File: src/rtl/bar_dec_pkg.sv
package bar_dec_pkg;

  // Command register bit positions (standard header layout).
  localparam int CMD_IO_BIT  = 0;
  localparam int CMD_MEM_BIT = 1;
  // Enable bit inside the expansion-ROM register.
  localparam int ROM_EN_BIT  = 0;
  // Width of one log2-size field in the size parameter.
  localparam int LOG2_W      = 6;

  // Strobes from control to datapath.
  typedef struct packed {
    logic ioSpaceOn;   // I/O regions may be mapped
    logic memSpaceOn;  // standard memory regions may be mapped
    logic romOn;       // ROM region may be mapped
    logic lookIo;      // I/O lookup this cycle
    logic lookMem;     // memory lookup this cycle
  } decStrobes_t;

endpackage

File: src/rtl/bar_dec_ctrl.sv
module bar_dec_ctrl
  import bar_dec_pkg::*;
(
  input  logic        clk,
  input  logic        rstN,
  input  logic [15:0] cmdReg,
  input  logic        romEnBit,
  input  logic        reqValid,
  input  logic        reqIsIo,
  output decStrobes_t strobes
);

  always_comb begin
    strobes.ioSpaceOn  = cmdReg[CMD_IO_BIT];
    strobes.memSpaceOn = cmdReg[CMD_MEM_BIT];
    strobes.romOn      = cmdReg[CMD_MEM_BIT] & romEnBit;
    strobes.lookIo     = reqValid & reqIsIo;
    strobes.lookMem    = reqValid & ~reqIsIo;
  end

  // a lookup strobe names exactly one space, never both
  p_one_space_r7: assert property (@(posedge clk) disable iff (!rstN)
    $onehot0({strobes.lookIo, strobes.lookMem}));

  // the ROM strobe never runs ahead of the memory strobe
  p_rom_under_mem_r5: assert property (@(posedge clk) disable iff (!rstN)
    strobes.romOn |-> strobes.memSpaceOn);

endmodule

File: src/rtl/bar_dec_datapath.sv
module bar_dec_datapath
  import bar_dec_pkg::*;
#(
  parameter int ADDR_W  = 32,
  parameter int NUM_STD = 6,
  parameter int NUM_REG = NUM_STD + 1,
  parameter int IDX_W   = $clog2(NUM_REG),
  parameter logic [NUM_REG-1:0]        REGION_PRESENT = '1,
  parameter logic [NUM_REG-1:0]        REGION_IS_IO   = '0,
  parameter logic [NUM_REG*LOG2_W-1:0] REGION_LOG2    = '0,
  parameter logic [ADDR_W-1:0]         IO_SPACE_TOP   = ADDR_W'(32'h0001_0000)
) (
  input  logic                      clk,
  input  logic                      rstN,
  input  decStrobes_t               strobes,
  input  logic [NUM_STD*ADDR_W-1:0] barRegs,
  input  logic [ADDR_W-1:0]         romReg,
  input  logic [ADDR_W-1:0]         reqAddr,
  output logic [NUM_REG-1:0]        regionValid,
  output logic [NUM_REG*ADDR_W-1:0] regionBase,
  output logic                      hitValid,
  output logic [IDX_W-1:0]          hitIndex
);

  logic [NUM_REG-1:0] matchVec;
  logic [NUM_REG-1:0] ioKind;
  logic [IDX_W-1:0]   firstIdx;
  logic               anyMatch;

  for (genvar gi = 0; gi < NUM_REG; gi++) begin : g_region
    localparam int                 LG    = int'(REGION_LOG2[gi*LOG2_W +: LOG2_W]);
    localparam logic [ADDR_W-1:0]  MASK  = (ADDR_W'(1) << LG) - ADDR_W'(1);
    localparam bit                 IS_IO = (gi < NUM_STD) && REGION_IS_IO[gi];

    logic [ADDR_W-1:0] rawVal;
    logic [ADDR_W-1:0] regBase;
    logic [ADDR_W-1:0] regEnd;
    logic              badPlace;
    logic              spaceOn;

    if (gi < NUM_STD) begin : g_std
      assign rawVal  = barRegs[gi*ADDR_W +: ADDR_W];
      assign spaceOn = IS_IO ? strobes.ioSpaceOn : strobes.memSpaceOn;
    end else begin : g_rom
      assign rawVal  = romReg;
      assign spaceOn = strobes.romOn;
    end

    assign regBase = rawVal & ~MASK;
    assign regEnd  = regBase + MASK;

    if (IS_IO) begin : g_io_rule
      assign badPlace = (regEnd <= regBase) || (regBase == '0) ||
                        (regEnd >= IO_SPACE_TOP);
    end else begin : g_mem_rule
      assign badPlace = (regEnd <= regBase) || (regBase == '0) ||
                        (regEnd == '1);
    end

    assign ioKind[gi]      = IS_IO;
    assign regionValid[gi] = REGION_PRESENT[gi] && spaceOn && !badPlace;
    assign regionBase[gi*ADDR_W +: ADDR_W] = regBase;
    assign matchVec[gi] = regionValid[gi] &&
                          (IS_IO ? strobes.lookIo : strobes.lookMem) &&
                          (reqAddr >= regBase) && (reqAddr <= regEnd);

    // an absent region never reports itself mapped
    if (!REGION_PRESENT[gi]) begin : g_absent_chk
      p_absent_never_valid_r6: assert property (@(posedge clk) disable iff (!rstN)
        !regionValid[gi]);
    end
  end

  assign anyMatch = |matchVec;

  always_comb begin
    firstIdx = '0;
    for (int i = NUM_REG - 1; i >= 0; i--) begin
      if (matchVec[i]) firstIdx = IDX_W'(i);
    end
  end

  always_ff @(posedge clk or negedge rstN) begin
    if (!rstN) begin
      hitValid <= 1'b0;
      hitIndex <= '0;
    end else begin
      hitValid <= anyMatch;
      hitIndex <= firstIdx;
    end
  end

  // no I/O region mapped while I/O space is off
  p_io_needs_enable_r1: assert property (@(posedge clk) disable iff (!rstN)
    !strobes.ioSpaceOn |-> ((regionValid & ioKind) == '0));

  // no memory region mapped while memory space is off
  p_mem_needs_enable_r1: assert property (@(posedge clk) disable iff (!rstN)
    !strobes.memSpaceOn |-> ((regionValid & ~ioKind) == '0));

  // a reported hit names a region that was valid at request time
  p_hit_was_valid_r7: assert property (@(posedge clk) disable iff (!rstN)
    hitValid |-> |($past(regionValid) & (NUM_REG'(1) << hitIndex)));

  // an idle cycle yields no hit and index zero
  p_idle_no_hit_r9: assert property (@(posedge clk) disable iff (!rstN)
    !$past(strobes.lookIo | strobes.lookMem) |-> (!hitValid && hitIndex == '0));

  // the winning index is always a real region
  p_index_range_r8: assert property (@(posedge clk) disable iff (!rstN)
    hitValid |-> (int'(hitIndex) < NUM_REG));

endmodule

File: src/rtl/bar_region_decoder.sv
module bar_region_decoder
  import bar_dec_pkg::*;
#(
  parameter int ADDR_W  = 32,
  parameter int NUM_STD = 6,
  parameter int NUM_REG = NUM_STD + 1,
  parameter int IDX_W   = $clog2(NUM_REG),
  // Region 6 is the ROM; bit order is region index.
  parameter logic [NUM_REG-1:0]        REGION_PRESENT = 7'b110_1111,
  parameter logic [NUM_REG-1:0]        REGION_IS_IO   = 7'b000_1001,
  parameter logic [NUM_REG*LOG2_W-1:0] REGION_LOG2    =
    {6'd16, 6'd4, 6'd12, 6'd8, 6'd20, 6'd12, 6'd4},
  parameter logic [ADDR_W-1:0]         IO_SPACE_TOP   = ADDR_W'(32'h0001_0000)
) (
  input  logic                      clk,
  input  logic                      rstN,
  input  logic [15:0]               cmdReg,
  input  logic [NUM_STD*ADDR_W-1:0] barRegs,
  input  logic [ADDR_W-1:0]         romReg,
  input  logic                      reqValid,
  input  logic                      reqIsIo,
  input  logic [ADDR_W-1:0]         reqAddr,
  output logic [NUM_REG-1:0]        regionValid,
  output logic [NUM_REG*ADDR_W-1:0] regionBase,
  output logic                      hitValid,
  output logic [IDX_W-1:0]          hitIndex
);

  decStrobes_t strobes;

  bar_dec_ctrl i_ctrl (
    .clk      (clk),
    .rstN     (rstN),
    .cmdReg   (cmdReg),
    .romEnBit (romReg[ROM_EN_BIT]),
    .reqValid (reqValid),
    .reqIsIo  (reqIsIo),
    .strobes  (strobes)
  );

  bar_dec_datapath #(
    .ADDR_W         (ADDR_W),
    .NUM_STD        (NUM_STD),
    .NUM_REG        (NUM_REG),
    .IDX_W          (IDX_W),
    .REGION_PRESENT (REGION_PRESENT),
    .REGION_IS_IO   (REGION_IS_IO),
    .REGION_LOG2    (REGION_LOG2),
    .IO_SPACE_TOP   (IO_SPACE_TOP)
  ) i_datapath (
    .clk         (clk),
    .rstN        (rstN),
    .strobes     (strobes),
    .barRegs     (barRegs),
    .romReg      (romReg),
    .reqAddr     (reqAddr),
    .regionValid (regionValid),
    .regionBase  (regionBase),
    .hitValid    (hitValid),
    .hitIndex    (hitIndex)
  );

  // ROM mapped only with its own enable and memory space on
  p_rom_enable_r5: assert property (@(posedge clk) disable iff (!rstN)
    regionValid[NUM_STD] |-> (romReg[ROM_EN_BIT] && cmdReg[CMD_MEM_BIT]));

endmodule

File: config.mk
export PLATFORM = sky130hd
export DESIGN_NAME = bar_region_decoder
export DESIGN_NICKNAME = d
export VERILOG_FILES = /design/src/rtl/bar_dec_pkg.sv /design/src/rtl/bar_dec_ctrl.sv /design/src/rtl/bar_dec_datapath.sv /design/src/rtl/bar_region_decoder.sv
export SDC_FILE = /design/constraint.sdc
export NUM_CORES = 1
export LEC_CHECK = 0
export ABC_AREA = 1
export BUFFER_PORTS_ARGS = -buffer_cell sky130_fd_sc_hd__buf_2
export CAP_MARGIN = 0
export CORE_AREA = 10 10 191 193
export DETAILED_ROUTE_END_ITERATION = 12
export DIE_AREA = 0 0 201 203
export PLACE_DENSITY = 0.5
export SLEW_MARGIN = 40
export SYNTH_ARGS = -nofsm -noshare
export SYNTH_HDL_FRONTEND = slang
export SYNTH_HIERARCHICAL = 1
export SYNTH_SLANG_ARGS = --single-unit
File: constraint.sdc
create_clock -name clk -period 1.85 [get_ports clk]
set_input_delay 0.37 -clock clk [delete_from_list [all_inputs] [get_ports clk]]
set_output_delay 0.37 -clock clk [all_outputs]
set_load 0.05 [all_outputs]
==> results of run 1 <==
==> kinds of logic (layout without fill, tap and decap cells) <==
family	Yosys count	after routing	synth area share [%]
buffers and inverters	408	609	37.23
and+or+nand+nor	390	390	27.48
adders and majority gates	134	134	26.19
AOI/OAI and AO/OA	87	87	7.485
DFF	4	4	1.563
other	1	77	0.05857
==> flip-flops by register name, summed over array words and instances, names as in the netlist <==
name,flops
i_datapath/hitIndex,3
i_datapath/hitValid,1
==> cell usage after synthesis <==
cell      instances
nor2_2            5
and2_1            3
nor2_4            4
o21ai_1           7
nand3_2           1
o21bai_1          4
nor3b_2           1
o21a_1            5
nor4_1            3
nand2_1         173
inv_2            16
nand4_1          45
nand2_2           6
and3_1            1
a21o_1            5
buf_4           227
dfrtp_1           4
conb_1            1
a21oi_1          54
inv_1           165
nor3_2            2
o21ai_0           8
a21boi_0          1
a31oi_1           2
a21oi_2           1
nor2_1           90
nand3b_1          4
ha_1            134
nor3_1           12
nand3_1          40
==> where the power goes <==
group          internal [W]  leakage, nW  switching (W)
sequential        0.0000908       0.0553    0.000000597
combinational      0.000874         4.97        0.00186
clock              0.000276       0.0370      0.0000607
==> routing by layer <==
metal  wire length [µm]  up-vias  GRT usage (%)  part of all wire (%)
met3               1805       14          2.531                   6.2
met2              14800      262          24.99                    51
li1                   -     3539              -                     -
met1              12240     3015          14.97                    42
met5                  0        -              0                     0
met4                196        0          1.596                  0.67
==> cell type report <==
class	count	area, µm²	share of cell area [%]
Tap cell	442	553.0	6.116
Inverter	181	691.9	7.652
Sequential cell	4	100.1	1.107
Multi-Input combinational cell	688	4966	54.92
Timing Repair Buffer	425	2656	29.38
Clock buffer	3	75.07	0.8302
==> critical path, delay by kind of cell <==
| family | cells | cell delay [ps] |
|---|---|---|
| buffers and inverters | 4 | 480 |
| AND/OR/NAND/NOR | 6 | 580 |
==> metrics by stage <==
stage | instances | utilization, % | area, µm² | hold WS (ps)
floorplan | 1100 | - | 6688 | 74.41
global placement | 1731 | 24.46 | 7939 | 176.5
detailed placement | 1731 | 24.46 | 7939 | 182.5
CTS | 1736 | 25.15 | 8162 | 534.2
global route | 1743 | 27.86 | 9042 | 545.4
finish | 1743 | 27.86 | 9042 | 523.0
==> worst max path at each step <==
stage	end	slack (ps)	start
4_1_cts	i_datapath/hitValid$_DFF_PN0_	-8	reqAddr[15]
3_5_place_dp	i_datapath/hitValid$_DFF_PN0_	-510	reqAddr[25]
3_3_place_gp	i_datapath/hitValid$_DFF_PN0_	-470	reqAddr[29]
5_1_grt	i_datapath/hitValid$_DFF_PN0_	-60	barRegs[9]
6_report	regionValid[5]	40	barRegs[174]
2_1_floorplan	regionValid[0]	130	barRegs[23]
==> repair_timing <==
action,in CTS,in global routing
pin swaps,4,58
buffers inserted,1,7
gates resized for setup,42,167
hold buffers,1,0
setup endpoints to repair,7,7
hold endpoints to repair,4,0
cloned,0,0
==> summary.txt, run 1 <==
Status
  – Status: finished clean

Logic synthesis
  – Synth Cell Area: 6402 µm²
  – Register area share after synthesis: 1.563%
  – Synth warnings: 6
  – Synth cell types: 30
  – Synth top area share: 26.62%
  – Synth area leaders: buf_4 27%, ha_1 26%, nand2_1 10%
  – Mean area per synthesized cell: 6.252 µm²
  – Post-Syn Instances: 1024
  – Synth area leader: buf_4
  – Yosys reg bits: 4

Finish
  – Layout Nets: 1713
  – Commonest non-fill, non-tap cell in the layout: buf_2
  – Share of layout cells above drive strength 1: 45.89%
  – ANT cells: 0
  – Commonest non-fill, non-tap cells in the layout: 275 x buf_2, 156 x nand2_1, 143 x inv_1
  – Fillers: 3634
  – Synth-to-Final Area Change: 41.24%

Place
  – Buffers on Ports: 304
  – Post-DP HPWL: 25950 µm
  – Placer congestion estimate: 0.8129
  – Pre-CTS setup slack: -506.2 ps

Clock network
  – Clk sink count: 4
  – Root Buffer: clkbuf_16
  – Clk slew on worst S/H paths: 30 ps
  – Total CTS buffers: 3
  – CTS max path bufs: 2
  – CTS tree: yes
  – Htree depth: 1

Worst hold path
  – Min-Delay Path Class: input port to async pin

Die
  – # IOs: 511
  – Starting Density: 19.73%
  – Die Span X: 201 µm
  – Row cnt: 66
  – Die ar.: 40800 µm²
  – Die height: 203 µm
  – Core area: 32450 µm²

STA
  – Setup_tns: 0 ps
  – Tmin final: 1808 ps
  – Top achievable clock speed: 553.0 MHz
  – Worst setup margin: 41.76 ps
  – Final Hold Vio Count: 0
  – Slew Viols, Final: 0
  – # setup viols final: 0
  – RSZ-0062 raised after global routing: true
  – Final worst path period share: 97.74%

Setup path
  – Crit path kind: input port to primary output
  – Most used cell, CP: nand2_1
  – Worst path cell trace: buf_2 > buf_4 > nand2_1 > nor2_1 > buf_4 > nand2_1 > nor2_1 > nand2_1 > and3_4 > buf_8
  – Worst path max stage delay: 160 ps
  – Worst endpoint required time: 1480 ps
  – Critical path data arrival time: 1440 ps
  – Critical Path End Type: primary output
  – Slowest CP cell: and3_4
  – Max FO, Critical Path: 2
  – Worst Setup Start Kind: input port

Drt
  – Drt drc: 0
  – Vias: 6830
  – WL/cell: 16.66 µm
  – Antenna Nets Post-Route: 0
  – Drt total wl: 29050 µm
  – Drt first pass iters: 4
  – Mean number of vias per cell: 3.919
  – Drt first-iter violations: 185

Global routing
  – Largest net degree at the start of global routing: 7
  – Total grt overflow: 0
  – Vias in the first global route: 7200
  – GRT Overall Usage: 13.07%
  – Initial antenna violation count: 0
  – First-pass GRT wire length: 41430 µm

Job
  – Max Cap Violations: 0

Power
  – Leakage: 5.063 nW
  – VDD IR-drop max: 0.1641 mV
  – Pwr/cell area: 349.5 nW/µm²
  – Total chip power: 0.003160 W
Power figures use the tool's default switching activity.
==> run 2, diff against run 1 <==
--- a/config.mk
+++ b/config.mk
@@ -12,6 +12,7 @@
 export DETAILED_ROUTE_END_ITERATION = 12
 export DIE_AREA = 0 0 201 203
 export PLACE_DENSITY = 0.5
+export SETUP_SLACK_MARGIN = 0.1
 export SLEW_MARGIN = 40
 export SYNTH_ARGS = -nofsm -noshare
 export SYNTH_HDL_FRONTEND = slang
==> summary.txt, run 2 (synthesis gave the netlist of run 1 again) <==
Status
  – Status: finished clean

STA
  – Final Hold Vio Count: 0 (unchanged)
  – RSZ-0062 raised after global routing: true
  – # setup viols final: 0 (unchanged)
  – Fin Hold WS: 524.8 ps (+1.787 ps)
  – Setup_tns: 0 ps (unchanged)
  – Tmin final: 1839 ps (+30.65 ps)
  – Final worst path period share: 99.40% (+1.7 points)
  – Top achievable clock speed: 543.8 MHz (-1.7%)
  – Slew Viols, Final: 0 (unchanged)

Clock network
  – Clk slew on worst S/H paths: 30 ps (about the same)
  – Htree depth: 1 (unchanged)
  – Root Buffer: clkbuf_16
  – Total CTS buffers: 3 (unchanged)
  – Clk sink count: 4 (unchanged)
  – CTS max path bufs: 2 (unchanged)
  – CTS tree: yes

Setup path
  – Worst Setup Start Kind: input port
  – Slowest CP cell: ha_1
  – Most used cell, CP: nand2_1
  – Critical Path End Type: flop
  – Crit path kind: input port to flop
  – Critical path data arrival time: 1990 ps (+550 ps)
  – Max FO, Critical Path: 6 (+4)
  – Worst path max stage delay: 310 ps (+150 ps)
  – Worst path cell trace: buf_6 > ha_1 > nand3_2 > nand3b_1 > nor3_2 > nand3_4 > nor2_4 > nand2_2 > nand2_1 > nand2_1 > a21oi_2
  – Worst endpoint required time: 2000 ps (+520 ps)

Power
  – Net Sw Frac: 60.86% (+0.14 points)
  – Psw: 0.001925 W (+0.27%)
  – Pwr/cell area: 348.3 nW/µm² (-0.34%)
  – Clk pwr share: 10.7% (about the same)
  – Total chip power: 0.003162 W (about the same)
  – Comb pwr share: 86.5% (about the same)
  – Leakage: 5.096 nW (+0.65%)
  – Cell internal pwr: 0.001237 W (-0.29%)
  – Reg power frac: 2.9% (about the same)
  – VDD IR-drop max: 0.1649 mV (+0.47%)

Die
  – Starting Density: 19.73% (unchanged)
  – Row cnt: 66 (unchanged)
  – # IOs: 511 (unchanged)
  – Die Span X: 201 µm (unchanged)
  – Die ar.: 40800 µm² (unchanged)
  – Die height: 203 µm (unchanged)
  – Core area: 32450 µm² (unchanged)

Drt
  – Drt first pass iters: 4 (unchanged)
  – Drt first-iter violations: 173 (-6.5%)
  – Drt total wl: 29170 µm (+0.42%)
  – Drt drc: 0 (unchanged)
  – WL/cell: 16.70 µm (+0.19%)
  – Antenna Nets Post-Route: 0 (unchanged)
  – Vias: 6839 (+0.13%)
  – Mean number of vias per cell: 3.915 (about the same)

Place
  – Post-DP HPWL: 25950 µm (unchanged)
  – Placer congestion estimate: 0.8129 (unchanged)
  – Buffers on Ports: 304 (unchanged)
  – Placed cells: 1731 (unchanged)

Finish
  – Commonest non-fill, non-tap cell in the layout: buf_2
  – Largest register by flop count: i_datapath/hitIndex
  – ANT cells: 0 (unchanged)
  – Commonest non-fill, non-tap cells in the layout: 276 x buf_2, 158 x nand2_1, 139 x inv_1
  – Final Util: 27.97% (+0.11 points)
  – Synth-to-Final Area Change: 41.78%
  – Layout Nets: 1717 (+0.23%)
  – Layout Cells excl Fill: 1747 (+0.23%)
  – Max reg flops: 3 (unchanged)
  – Share of layout cells above drive strength 1: 46.05% (+0.17 points)
  – Top flop regs: i_datapath/hitIndex (3), i_datapath/hitValid (1)
  – Fillers: 3636 (+0.055%)

Global routing
  – Initial antenna violation count: 0 (unchanged)
  – GRT Overall Usage: 13.23% (+0.15 points)
  – Vias in the first global route: 7298 (+1.4%)
  – Largest net degree at the start of global routing: 7 (unchanged)
  – First-pass GRT wire length: 41940 µm (+1.2%)
  – Total grt overflow: 0 (unchanged)

Worst hold path
  – Min-Delay Path Class: input port to async pin

Job
  – Max Cap Violations: 0 (unchanged)
[run 2: worst max-delay path by stage]
stage	endpoint	cells past startpoint	start
6_report	i_datapath/hitIndex[0]$_DFF_PN0_	11	reqAddr[25]
5_1_grt	i_datapath/hitIndex[0]$_DFF_PN0_	14	reqAddr[31]
2_1_floorplan	regionValid[0]	5	barRegs[23]
3_5_place_dp	i_datapath/hitValid$_DFF_PN0_	14	reqAddr[25]
4_1_cts	regionValid[5]	8	barRegs[173]
3_3_place_gp	i_datapath/hitValid$_DFF_PN0_	13	reqAddr[29]
[run 2: layer usage]
layer / track usage [%] / routed length, µm / up-vias
li1: - / - / 3548
met5: 0 / 0 / -
met3: 2.579 / 1676 / 14
met1: 15.16 / 12400 / 3019
met4: 1.488 / 190 / 0
met2: 25.31 / 14900 / 258
[run 2: worst max-delay path, delay by kind of cell]
family | cells | cell delay [ps]
compound gates | 1 | 130
fa+ha+maj | 1 | 310
buf+inv | 1 | 140
simple gates | 8 | 1040
[run 2: power by group through the flow]
stage	registers [W]	logic [W]	clock network, W
5_1_grt	0.0000917	0.00299	0.000346
4_1_cts	0.0000914	0.00261	0.000341
3_5_place_dp	0.0000923	0.00248	0
6_report	0.0000914	0.00273	0.000337
2_1_floorplan	0.000102	0.00201	0
3_3_place_gp	0.0000922	0.00245	0
[run 2: metrics by stage]
step | setup WS (ps) | cell area [µm²]
2_1_floorplan | 125.8 | 6688
3_3_place_gp | -472.3 | 7939
3_5_place_dp | -506.2 | 7939
4_1_cts | 28.01 | 8579
5_1_grt | -87.92 | 9077
6_report | 11.11 | 9077
[run 2: final cells by class]
cell class                      count  area [µm²]  area share, %
Clock buffer                        3       75.07         0.8270
Inverter                          181       694.4          7.650
Multi-Input combinational cell    688        4955          54.58
Sequential cell                     4       100.1          1.103
Tap cell                          442       553.0          6.092
Timing Repair Buffer              429        2700          29.74
[run 2: repair_timing]
item                                    CTS  global route
buffers inserted                          9             4
resized for setup                       109           101
endpoints found under the setup margin    7             8
pin swaps                                34            54
cloned                                    0             0
hold endpoints to repair                  4             0
hold buffers                              1             0
